<file path="config.mk">
export PLATFORM = sky130hd
export DESIGN_NAME = dma_irq_hub
export DESIGN_NICKNAME = d
export VERILOG_FILES = /design/src/rtl/dma_irq_pkg.sv /design/src/rtl/dma_irq_decode.sv /design/src/rtl/dma_irq_bank.sv /design/src/rtl/dma_irq_rdmux.sv /design/src/rtl/dma_irq_hub.sv
export SDC_FILE = /design/constraint.sdc
export NUM_CORES = 1
export LEC_CHECK = 0
export ABC_CLOCK_PERIOD_IN_PS = 1840
export BUFFER_PORTS_ARGS = -buffer_cell sky130_fd_sc_hd__clkbuf_2
export CAP_MARGIN = 10
export CORE_ASPECT_RATIO = 1.5
export CORE_MARGIN = 2
export CORE_UTILIZATION = 54
export CTS_CLUSTER_SIZE = 20
export DETAILED_ROUTE_END_ITERATION = 7
export GPL_TIMING_DRIVEN = 0
export PLACE_DENSITY = 0.9
export SLEW_MARGIN = 10
export SYNTH_ARGS = -nofsm -noshare
export SYNTH_HDL_FRONTEND = slang
export SYNTH_HIERARCHICAL = 1
export SYNTH_SLANG_ARGS = --single-unit
</file>
<file path="constraint.sdc">
create_clock -name clk -period 1.84 [get_ports clk]
set_clock_uncertainty 0.05 [all_clocks]
set_input_delay 0.092 -clock clk [delete_from_list [all_inputs] [get_ports clk]]
set_output_delay 0.092 -clock clk [all_outputs]
set_load 0.01 [all_outputs]
</file>
<file path="src/rtl/dma_irq_pkg.sv">
package dma_irq_pkg;
  localparam int REG_W     = 32;
  localparam int NIB_W     = 4;
  localparam int EVT_KINDS = 3;
  localparam int CH_PER_REG = REG_W / NIB_W;

  typedef enum logic [1:0] {
    EV_HALF  = 2'd0,
    EV_PKG   = 2'd1,
    EV_CHAIN = 2'd2
  } evt_kind_e;

  // Mask keeping the low EVT_KINDS bits of each 4-bit group
  function automatic logic [REG_W-1:0] group_mask();
    logic [REG_W-1:0] m;
    m = '0;
    for (int g = 0; g < CH_PER_REG; g++) begin
      for (int k = 0; k < EVT_KINDS; k++) begin
        m[g*NIB_W + k] = 1'b1;
      end
    end
    return m;
  endfunction
endpackage

</file>
<file path="src/rtl/dma_irq_decode.sv">
module dma_irq_decode #(
  parameter int ADDR_W    = 12,
  parameter int NUM_REGS  = 2,
  parameter int NUM_CH    = 16,
  parameter int EN_BASE   = 'h00,
  parameter int ST_BASE   = 'h10,
  parameter int GLB_OFS   = 'h30,
  parameter int CH_BASE   = 'h100,
  parameter int CH_STRIDE = 'h40,
  localparam int IDX_W    = (NUM_CH > 1) ? $clog2(NUM_CH) : 1
) (
  input  logic [ADDR_W-1:0]   addr,
  output logic [NUM_REGS-1:0] sel_en,
  output logic [NUM_REGS-1:0] sel_st,
  output logic                sel_glob,
  output logic                own_hit,
  output logic                route_hit,
  output logic [IDX_W-1:0]    route_idx
);
  localparam int STRIDE_SH = $clog2(CH_STRIDE);
  localparam int CH_END    = CH_BASE + NUM_CH * CH_STRIDE;

  logic [31:0] a32;
  logic [31:0] off;

  assign a32 = 32'(addr);
  assign off = a32 - 32'(CH_BASE);

  always_comb begin
    for (int r = 0; r < NUM_REGS; r++) begin
      sel_en[r] = (a32 == 32'(EN_BASE + 4*r));
      sel_st[r] = (a32 == 32'(ST_BASE + 4*r));
    end
    sel_glob  = (a32 == 32'(GLB_OFS));
    own_hit   = (|sel_en) | (|sel_st) | sel_glob;
    route_hit = (a32 >= 32'(CH_BASE)) && (a32 < 32'(CH_END));
    route_idx = route_hit ? IDX_W'(off >> STRIDE_SH) : '0;
  end
endmodule

</file>
<file path="src/rtl/dma_irq_bank.sv">
module dma_irq_bank
  import dma_irq_pkg::*;
(
  input  logic             clk,
  input  logic             rst_n,
  input  logic [REG_W-1:0] evt_word,
  input  logic             en_we,
  input  logic             st_we,
  input  logic [REG_W-1:0] wdata,
  output logic [REG_W-1:0] en_q,
  output logic [REG_W-1:0] st_q
);
  localparam logic [REG_W-1:0] USED = group_mask();

  logic [REG_W-1:0] clr;
  logic [REG_W-1:0] st_d;

  always_comb begin
    clr  = st_we ? wdata : '0;
    // event wins over a same-cycle clear
    st_d = ((st_q & ~clr) | evt_word) & USED;
  end

  always_ff @(posedge clk or negedge rst_n) begin
    if (!rst_n) begin
      en_q <= '0;
      st_q <= '0;
    end else begin
      if (en_we) en_q <= wdata & USED;
      st_q <= st_d;
    end
  end
endmodule

</file>
<file path="src/rtl/dma_irq_rdmux.sv">
module dma_irq_rdmux
  import dma_irq_pkg::*;
#(
  parameter int NUM_REGS = 2,
  parameter int NUM_CH   = 16
) (
  input  logic [NUM_REGS-1:0]       sel_en,
  input  logic [NUM_REGS-1:0]       sel_st,
  input  logic                      sel_glob,
  input  logic [NUM_REGS*REG_W-1:0] en_all,
  input  logic [NUM_REGS*REG_W-1:0] st_all,
  input  logic [NUM_CH-1:0]         busy,
  output logic [REG_W-1:0]          rdata
);
  always_comb begin
    rdata = sel_glob ? REG_W'(busy) : '0;
    for (int r = 0; r < NUM_REGS; r++) begin
      if (sel_en[r]) rdata = rdata | en_all[r*REG_W +: REG_W];
      if (sel_st[r]) rdata = rdata | st_all[r*REG_W +: REG_W];
    end
  end
endmodule

</file>
<file path="src/rtl/dma_irq_hub.sv">
module dma_irq_hub
  import dma_irq_pkg::*;
#(
  parameter int NUM_CH = 16,
  parameter int ADDR_W = 12,
  localparam int IDX_W = (NUM_CH > 1) ? $clog2(NUM_CH) : 1
) (
  input  logic              clk,
  input  logic              rst_n,
  input  logic              bus_req,
  input  logic              bus_write,
  input  logic [ADDR_W-1:0] bus_addr,
  input  logic [REG_W-1:0]  bus_wdata,
  output logic              rd_valid,
  output logic [REG_W-1:0]  rd_data,
  output logic              own_hit,
  output logic              route_hit,
  output logic [IDX_W-1:0]  route_idx,
  input  logic [NUM_CH-1:0] evt_half,
  input  logic [NUM_CH-1:0] evt_pkg,
  input  logic [NUM_CH-1:0] evt_chain,
  input  logic [NUM_CH-1:0] chan_busy,
  output logic              irq
);
  localparam int NUM_REGS = (NUM_CH + CH_PER_REG - 1) / CH_PER_REG;
  localparam int SLOTS    = NUM_REGS * CH_PER_REG;
  localparam int FLAT_W   = NUM_REGS * REG_W;

  logic [NUM_REGS-1:0] sel_en, sel_st;
  logic                sel_glob;
  logic [FLAT_W-1:0]   evt_flat, en_all, st_all;
  logic [REG_W-1:0]    rdata;
  logic                wr_acc, rd_acc;

  assign wr_acc = bus_req & bus_write;
  assign rd_acc = bus_req & ~bus_write;

  dma_irq_decode #(
    .ADDR_W(ADDR_W), .NUM_REGS(NUM_REGS), .NUM_CH(NUM_CH)
  ) u_dec (
    .addr(bus_addr), .sel_en(sel_en), .sel_st(sel_st), .sel_glob(sel_glob),
    .own_hit(own_hit), .route_hit(route_hit), .route_idx(route_idx)
  );

  // place each channel's three events in its 4-bit group
  for (genvar c = 0; c < SLOTS; c++) begin : g_slot
    if (c < NUM_CH) begin : g_live
      assign evt_flat[c*NIB_W + 0] = evt_half[c];
      assign evt_flat[c*NIB_W + 1] = evt_pkg[c];
      assign evt_flat[c*NIB_W + 2] = evt_chain[c];
    end else begin : g_pad
      assign evt_flat[c*NIB_W +: EVT_KINDS] = '0;
    end
    assign evt_flat[c*NIB_W + 3] = 1'b0;
  end

  for (genvar r = 0; r < NUM_REGS; r++) begin : g_bank
    dma_irq_bank u_bank (
      .clk(clk), .rst_n(rst_n),
      .evt_word(evt_flat[r*REG_W +: REG_W]),
      .en_we(wr_acc & sel_en[r]),
      .st_we(wr_acc & sel_st[r]),
      .wdata(bus_wdata),
      .en_q(en_all[r*REG_W +: REG_W]),
      .st_q(st_all[r*REG_W +: REG_W])
    );
  end

  dma_irq_rdmux #(.NUM_REGS(NUM_REGS), .NUM_CH(NUM_CH)) u_rd (
    .sel_en(sel_en), .sel_st(sel_st), .sel_glob(sel_glob),
    .en_all(en_all), .st_all(st_all), .busy(chan_busy), .rdata(rdata)
  );

  always_ff @(posedge clk or negedge rst_n) begin
    if (!rst_n) begin
      rd_valid <= 1'b0;
      rd_data  <= '0;
      irq      <= 1'b0;
    end else begin
      rd_valid <= rd_acc;
      if (rd_acc) rd_data <= rdata;
      irq <= |(st_all & en_all);
    end
  end
endmodule

</file>
==> results.json, run 1 <==
{
  "root_cell_of_the_clock_tree": "clkbuf_16",
  "synth-warning-count": 6,
  "die_h_um": 139,
  "drt_pass1_iterations": 8,
  "p_sw_share_pct": 22.5,
  "startpoint_class": "register",
  "grt_setup_unrepaired": "true",
  "dpl_cell_area_um2": 7660,
  "fin_setup_tns_ps": 0,
  "die_area_um2": 13100,
  "worst_slew_margin_rel_pct": 60.3,
  "clock_power_share_pct": 50.3,
  "post-place-cells": 863,
  "syn_avg_cell_area_um2": 12.3,
  "clk_latency_ps": 420,
  "numPortBuffers": 143,
  "grt_ovf": 0,
  "synthToLayoutAreaGrowth_pct": 37.4,
  "max_freq_mhz": 544,
  "powerDensity_nw_per_um2": 761,
  "vias": 6099,
  "drtIter0Drc": 708,
  "critPathRequiredTime_ps": 2080,
  "num_antenna_cells": 0,
  "max-cap-violations": 0,
  "tritoncts.num_buffers": 17,
  "hold_class": "input port to register",
  "avgRoutedWirePerCell_um": 24.0,
  "setup_viol": 0,
  "grtUsageTotal_pct": 36.0,
  "chipWidth_um": 94.3,
  "avgViaCountPerCell": 6.28,
  "power.share.combinational_pct": 8.2,
  "finish.net_count": 920,
  "period_needed_ps": 1840,
  "cts.reportedPaths.clkPinSlew_ps": 60,
  "p_sw_mw": 1.55,
  "synth.cell_area_um2": 6600,
  "sum_of_internal_switching_and_leakage_power_mw": 6.90,
  "grt_start_max_net_pins": 111,
  "htreeDepth": 4,
  "share_of_final_layout_standard_cells_stronger_than_drive_strength_1_pct": 41.1,
  "cts_tree": "done",
  "path_class": "register to register",
  "drc": 2,
  "core.rowCount": 49,
  "synthCells": 536,
  "cellLeakagePower_nw": 4.33,
  "timing_hold_violations_final": 0,
  "global_route_wire_length_before_repair_um": 35100,
  "timing.final.crit_share_pct": 99.8,
  "finalMaxSlewViolations": 0,
  "type_of_element_capturing_the_critical_path": "register",
  "gp_congestion": 0.890,
  "fp.coreArea_um2": 12000,
  "holdWs_ps": 20.2,
  "initial_util_pct": 55.2,
  "clock_tree.buffer_depth": 2,
  "clock-sinks": 130,
  "reg2reg_slack_ps": 3,
  "number_of_antenna_violations_at_the_first_check_in_global_routing": 0,
  "final_antenna_net_count": 0,
  "io_pins": 152,
  "p_int_mw": 5.35,
  "vdd.ir_drop.worst_mv": 0.653,
  "crit_fanout": 3,
  "postLayoutCellArea_um2": 9070,
  "detailed_place_hpwl_um": 14300,
  "max_slew.worst_pin.slew_ps": 595,
  "first_global_vias": 6560,
  "power.share.sequential_pct": 41.5,
  "arrival_ps": 2080,
  "run_status": "finished, violations left",
  "totalWireLength_um": 23300,
  "violated_checks": "DRC",
  "post_layout_nonfiller_instances": 971
}
## layout by cell type, fill, tap and decap left out, drive strengths merged, types with 4 or more instances in the layout
master and count:
a22o 16, and3 5, nand2 82, a22oi 48, dlygate4sd3 73, a21o 48
buf 62, conb 32, a221oi 16, dfrtp 130, clkinv 4, clkbuf 166
a222oi 16, nand4 4, mux2 80
## power groups by stage
stage	clock [mW]	combinational, mW	sequential [mW]
final	3.47	0.567	2.87
after CTS	3.44	0.533	2.87
after floorplan	0	0.151	2.92
after global placement	0	0.382	2.92
after global routing	3.60	0.606	2.87
after detailed placement	0	0.403	2.92
## sequential cells by signal, summed over array words and instances, names as in the netlist
name	count
g_bank.u_bank/en_q	48
rd_valid	1
irq	1
rd_data	32
g_bank.u_bank/st_q	48
## what timing repair did
action / CTS / global route
hold buffers: 73 / 0
setup endpoints to repair: 40 / 19
setup buffers: 0 / 3
pin swaps: 0 / 3
endpoints found under the hold margin: 226 / 0
gates resized for setup: 3 / 8
## stage by stage
stage | worst slack (ps) | util (%)
2_1_floorplan | 27.2 | -
3_3_place_gp | -1220 | 63.8
3_5_place_dp | -483 | 64.1
4_1_cts | 13.9 | 75.4
5_1_grt | -59.5 | 75.9
6_report | 3.02 | 75.9
## per-layer routing
layer	up-vias	track usage, %	wire [um]
met5	-	0	0
met4	0	24.3	1950
met3	179	9.53	2390
met2	504	60.0	11500
met1	2915	39.6	7490
li1	2501	-	-
## layout make-up
type | count | area (um2)
Clock inverter | 10 | 133
Fill cell | 683 | 2880
Buffer | 59 | 475
Inverter | 3 | 11.3
Sequential cell | 130 | 3250
Clock buffer | 22 | 464
Tap cell | 153 | 191
Timing Repair Buffer | 220 | 1510
Multi-Input combinational cell | 374 | 3040
## worst max-delay path, stage by stage (launching register included)
cell	delay (ps)
dfrtp_1	400
a22o_1	280
a221oi_2	250
nand4_1	170
or4_4	560
## final timing paths
kind                                            from  depth (start not counted)                         to
min in group asynchronous                      rst_n                          2   g_bank[1].u_bank/st_q[6]
setup / recovery           g_bank[0].u_bank/st_q[14]                          4                        irq
hold reg to reg             g_bank[1].u_bank/st_q[9]                          1   g_bank[1].u_bank/st_q[9]
max in group asynchronous                      rst_n                          3  g_bank[1].u_bank/en_q[24]
hold / removal                          chan_busy[8]                          4                 rd_data[8]
setup reg to reg           g_bank[0].u_bank/st_q[14]                          4                        irq
(Power assumes the default switching activity.)
==> run 2, diff against run 1 <==
Settings changed: RECOVER_POWER from default to 50.
==> run 2 against run 1 <==
  * The run ends with setup timing left
  * Critical path depth unchanged
  * Via count up 0.87%
  * Clock-buffer cell count unchanged
  * Sequential cell count unchanged
  * Design area down 0.43%
  * Sequential share of layout area up 0.15 points
  * Largest cell class unchanged
  * Sequential power about the same
  * Fmax down 2.4%
  * Utilization down 0.32 points
==> results.json, run 2 (synthesis results as in run 1) <==
{
  "timing.critical_path.slowest_stage_cell": "or4_4",
  "avgViaCountPerCell": 6.34,
  "holdWs_ps": 21.2,
  "finalMaxSlewViolations": 0,
  "synthToLayoutAreaGrowth_pct": 36.9,
  "cp_cell_sequence": "a22o_1 > a221oi_2 > nand4_1 > or4_4",
  "final_common_cell": "dfrtp_1",
  "cts.reportedPaths.clkPinSlew_ps": 60,
  "num-fill-cells": 694,
  "first_global_vias": 6560,
  "max_freq_mhz": 532,
  "number_of_antenna_violations_at_the_first_check_in_global_routing": 0,
  "reg2reg_slack_ps": -40,
  "die_area_um2": 13100,
  "crit_fanout": 3,
  "path_class": "register to register",
  "cts_tree": "done",
  "tritoncts.num_buffers": 17,
  "fp.coreArea_um2": 12000,
  "grt_ovf": 0,
  "critPathRequiredTime_ps": 2080,
  "grt_setup_unrepaired": "true",
  "clock-sinks": 130,
  "hold_class": "input port to register",
  "powerDensity_nw_per_um2": 764,
  "vdd.ir_drop.worst_mv": 0.650,
  "timing.critical_path.slowest_cell_delay_ps": 560,
  "grtUsageTotal_pct": 36.0,
  "logic_depth_of_the_worst_register_to_register_path": 4,
  "io_pins": 152,
  "setup.worst_path.start": "g_bank[0].u_bank/st_q[14]",
  "num_antenna_cells": 0,
  "avgRoutedWirePerCell_um": 24.0,
  "timing.final.crit_share_pct": 102,
  "totalWireLength_um": 23300,
  "drc": 0,
  "initial_util_pct": 55.2,
  "final_antenna_net_count": 0,
  "globalRouteMet1Util_pct": 39.6,
  "finish.net_count": 920,
  "worst_slew_margin_rel_pct": 33.2,
  "grt.met3_usage_pct": 9.53,
  "final_core_util_pct": 75.6,
  "layout_setup_ws_ps": -41.3,
  "clk_latency_ps": 420,
  "cp_num_cells": 4,
  "core.rowCount": 49,
  "max-cap-violations": 0,
  "detailed_place_hpwl_um": 14300,
  "clock_tree.buffer_depth": 2,
  "use_met2_pct": 60.0,
  "timing.rr.end": "irq",
  "chipWidth_um": 94.3,
  "cellLeakagePower_nw": 4.26,
  "die_h_um": 139,
  "share_of_final_layout_standard_cells_stronger_than_drive_strength_1_pct": 38.9,
  "mostFrequentLayoutCells": "dfrtp_1, clkbuf_2, nand2_1",
  "cp_delay_by_family_top": "simple AND/OR/NAND/NOR gates",
  "drt_pass1_iterations": 8,
  "startpoint_class": "register",
  "drtIter0Drc": 761,
  "period_needed_ps": 1880,
  "htreeDepth": 4,
  "grt.busiest_layer": "met2",
  "setup_viol": 1,
  "root_cell_of_the_clock_tree": "clkbuf_16",
  "gp_congestion": 0.890,
  "crit_end": "irq",
  "max_slew.worst_pin.slew_ps": 1000,
  "run_status": "finished, violations left",
  "sum_of_internal_switching_and_leakage_power_mw": 6.90,
  "worst_r2r_startpoint": "g_bank[0].u_bank/st_q[14]",
  "vias": 6152,
  "grt_start_max_net_pins": 111,
  "post_place_worst_slack_ps": -483,
  "arrival_ps": 2120,
  "violated_checks": "setup timing",
  "global_route_wire_length_before_repair_um": 35100,
  "type_of_element_capturing_the_critical_path": "register",
  "timing_hold_violations_final": 0,
  "numPortBuffers": 143,
  "critical_path.n_buffers_inverters": 0,
  "reg.largest.list": "g_bank.u_bank/en_q x48, g_bank.u_bank/st_q x48, rd_data x32"
}
run 2: cell count changes in the layout (fill, tap and decap cells not counted), sizes merged:
cell	before	now
clkbuf	166	167
buf	62	61
run 2: what timing repair did:
item	4_1_cts	5_1_grt
hold buffers	73	0
resized for setup	3	8
hold endpoints to repair	226	0
pin swaps	0	3
buffers inserted	0	3
endpoints found under the setup margin	40	19
run 2: report_power, final:
group | switching (mW) | leakage [nW] | total, mW | internal (mW)
registers | 0.00363 | 1.56 | 2.87 | 2.86
clock network | 1.28 | 0.286 | 3.47 | 2.19
logic | 0.273 | 2.42 | 0.561 | 0.288
total | 1.55 | 4.26 | 6.90 | 5.34
run 2: cell type report:
type / instances / area [um2] / area share (%)
Buffer: 59 / 474 / 5.25
Clock buffer: 22 / 464 / 5.14
Clock inverter: 10 / 133 / 1.47
Inverter: 3 / 11.3 / 0.125
Multi-Input combinational cell: 374 / 3040 / 33.6
Sequential cell: 130 / 3250 / 36.0
Tap cell: 153 / 191 / 2.12
Timing Repair Buffer: 220 / 1470 / 16.2
run 2: how the worst min path moves through the flow:
stage | start | to | slack [ps] | cells after the start
2_1_floorplan | rst_n | g_bank[0].u_bank/en_q[0] | -250 | 0
3_3_place_gp | evt_pkg[1] | g_bank[0].u_bank/st_q[5] | 220 | 2
3_5_place_dp | rst_n | g_bank[1].u_bank/st_q[0] | -80 | 1
4_1_cts | chan_busy[8] | rd_data[8] | 5 | 4
5_1_grt | chan_busy[9] | rd_data[9] | 30 | 4
6_report | chan_busy[8] | rd_data[8] | 20 | 4
run 2: per-layer routing:
layer  part of all wire (%)  routed length (um)  vias up
li1                       -                   -     2491
met1                     32                7500     2910
met2                     49               11500      541
met3                     10                2370      210
met4                    8.4                1970        0
met5                      0                   0        -
run 2: stage by stage:
stage	TNS, ps	instances	cell area, um2
after CTS	0	968	9010
after global routing	-59.5	971	9030
after floorplan	0	566	6720
after detailed placement	-31910	863	7660
final	-41.3	971	9030
after global placement	-185780	862	7630
run 2: worst min-delay path: stages:
cell and delay (ps):
clkbuf_2 80, a222oi_1 80, nand2_1 70, mux2_2 130
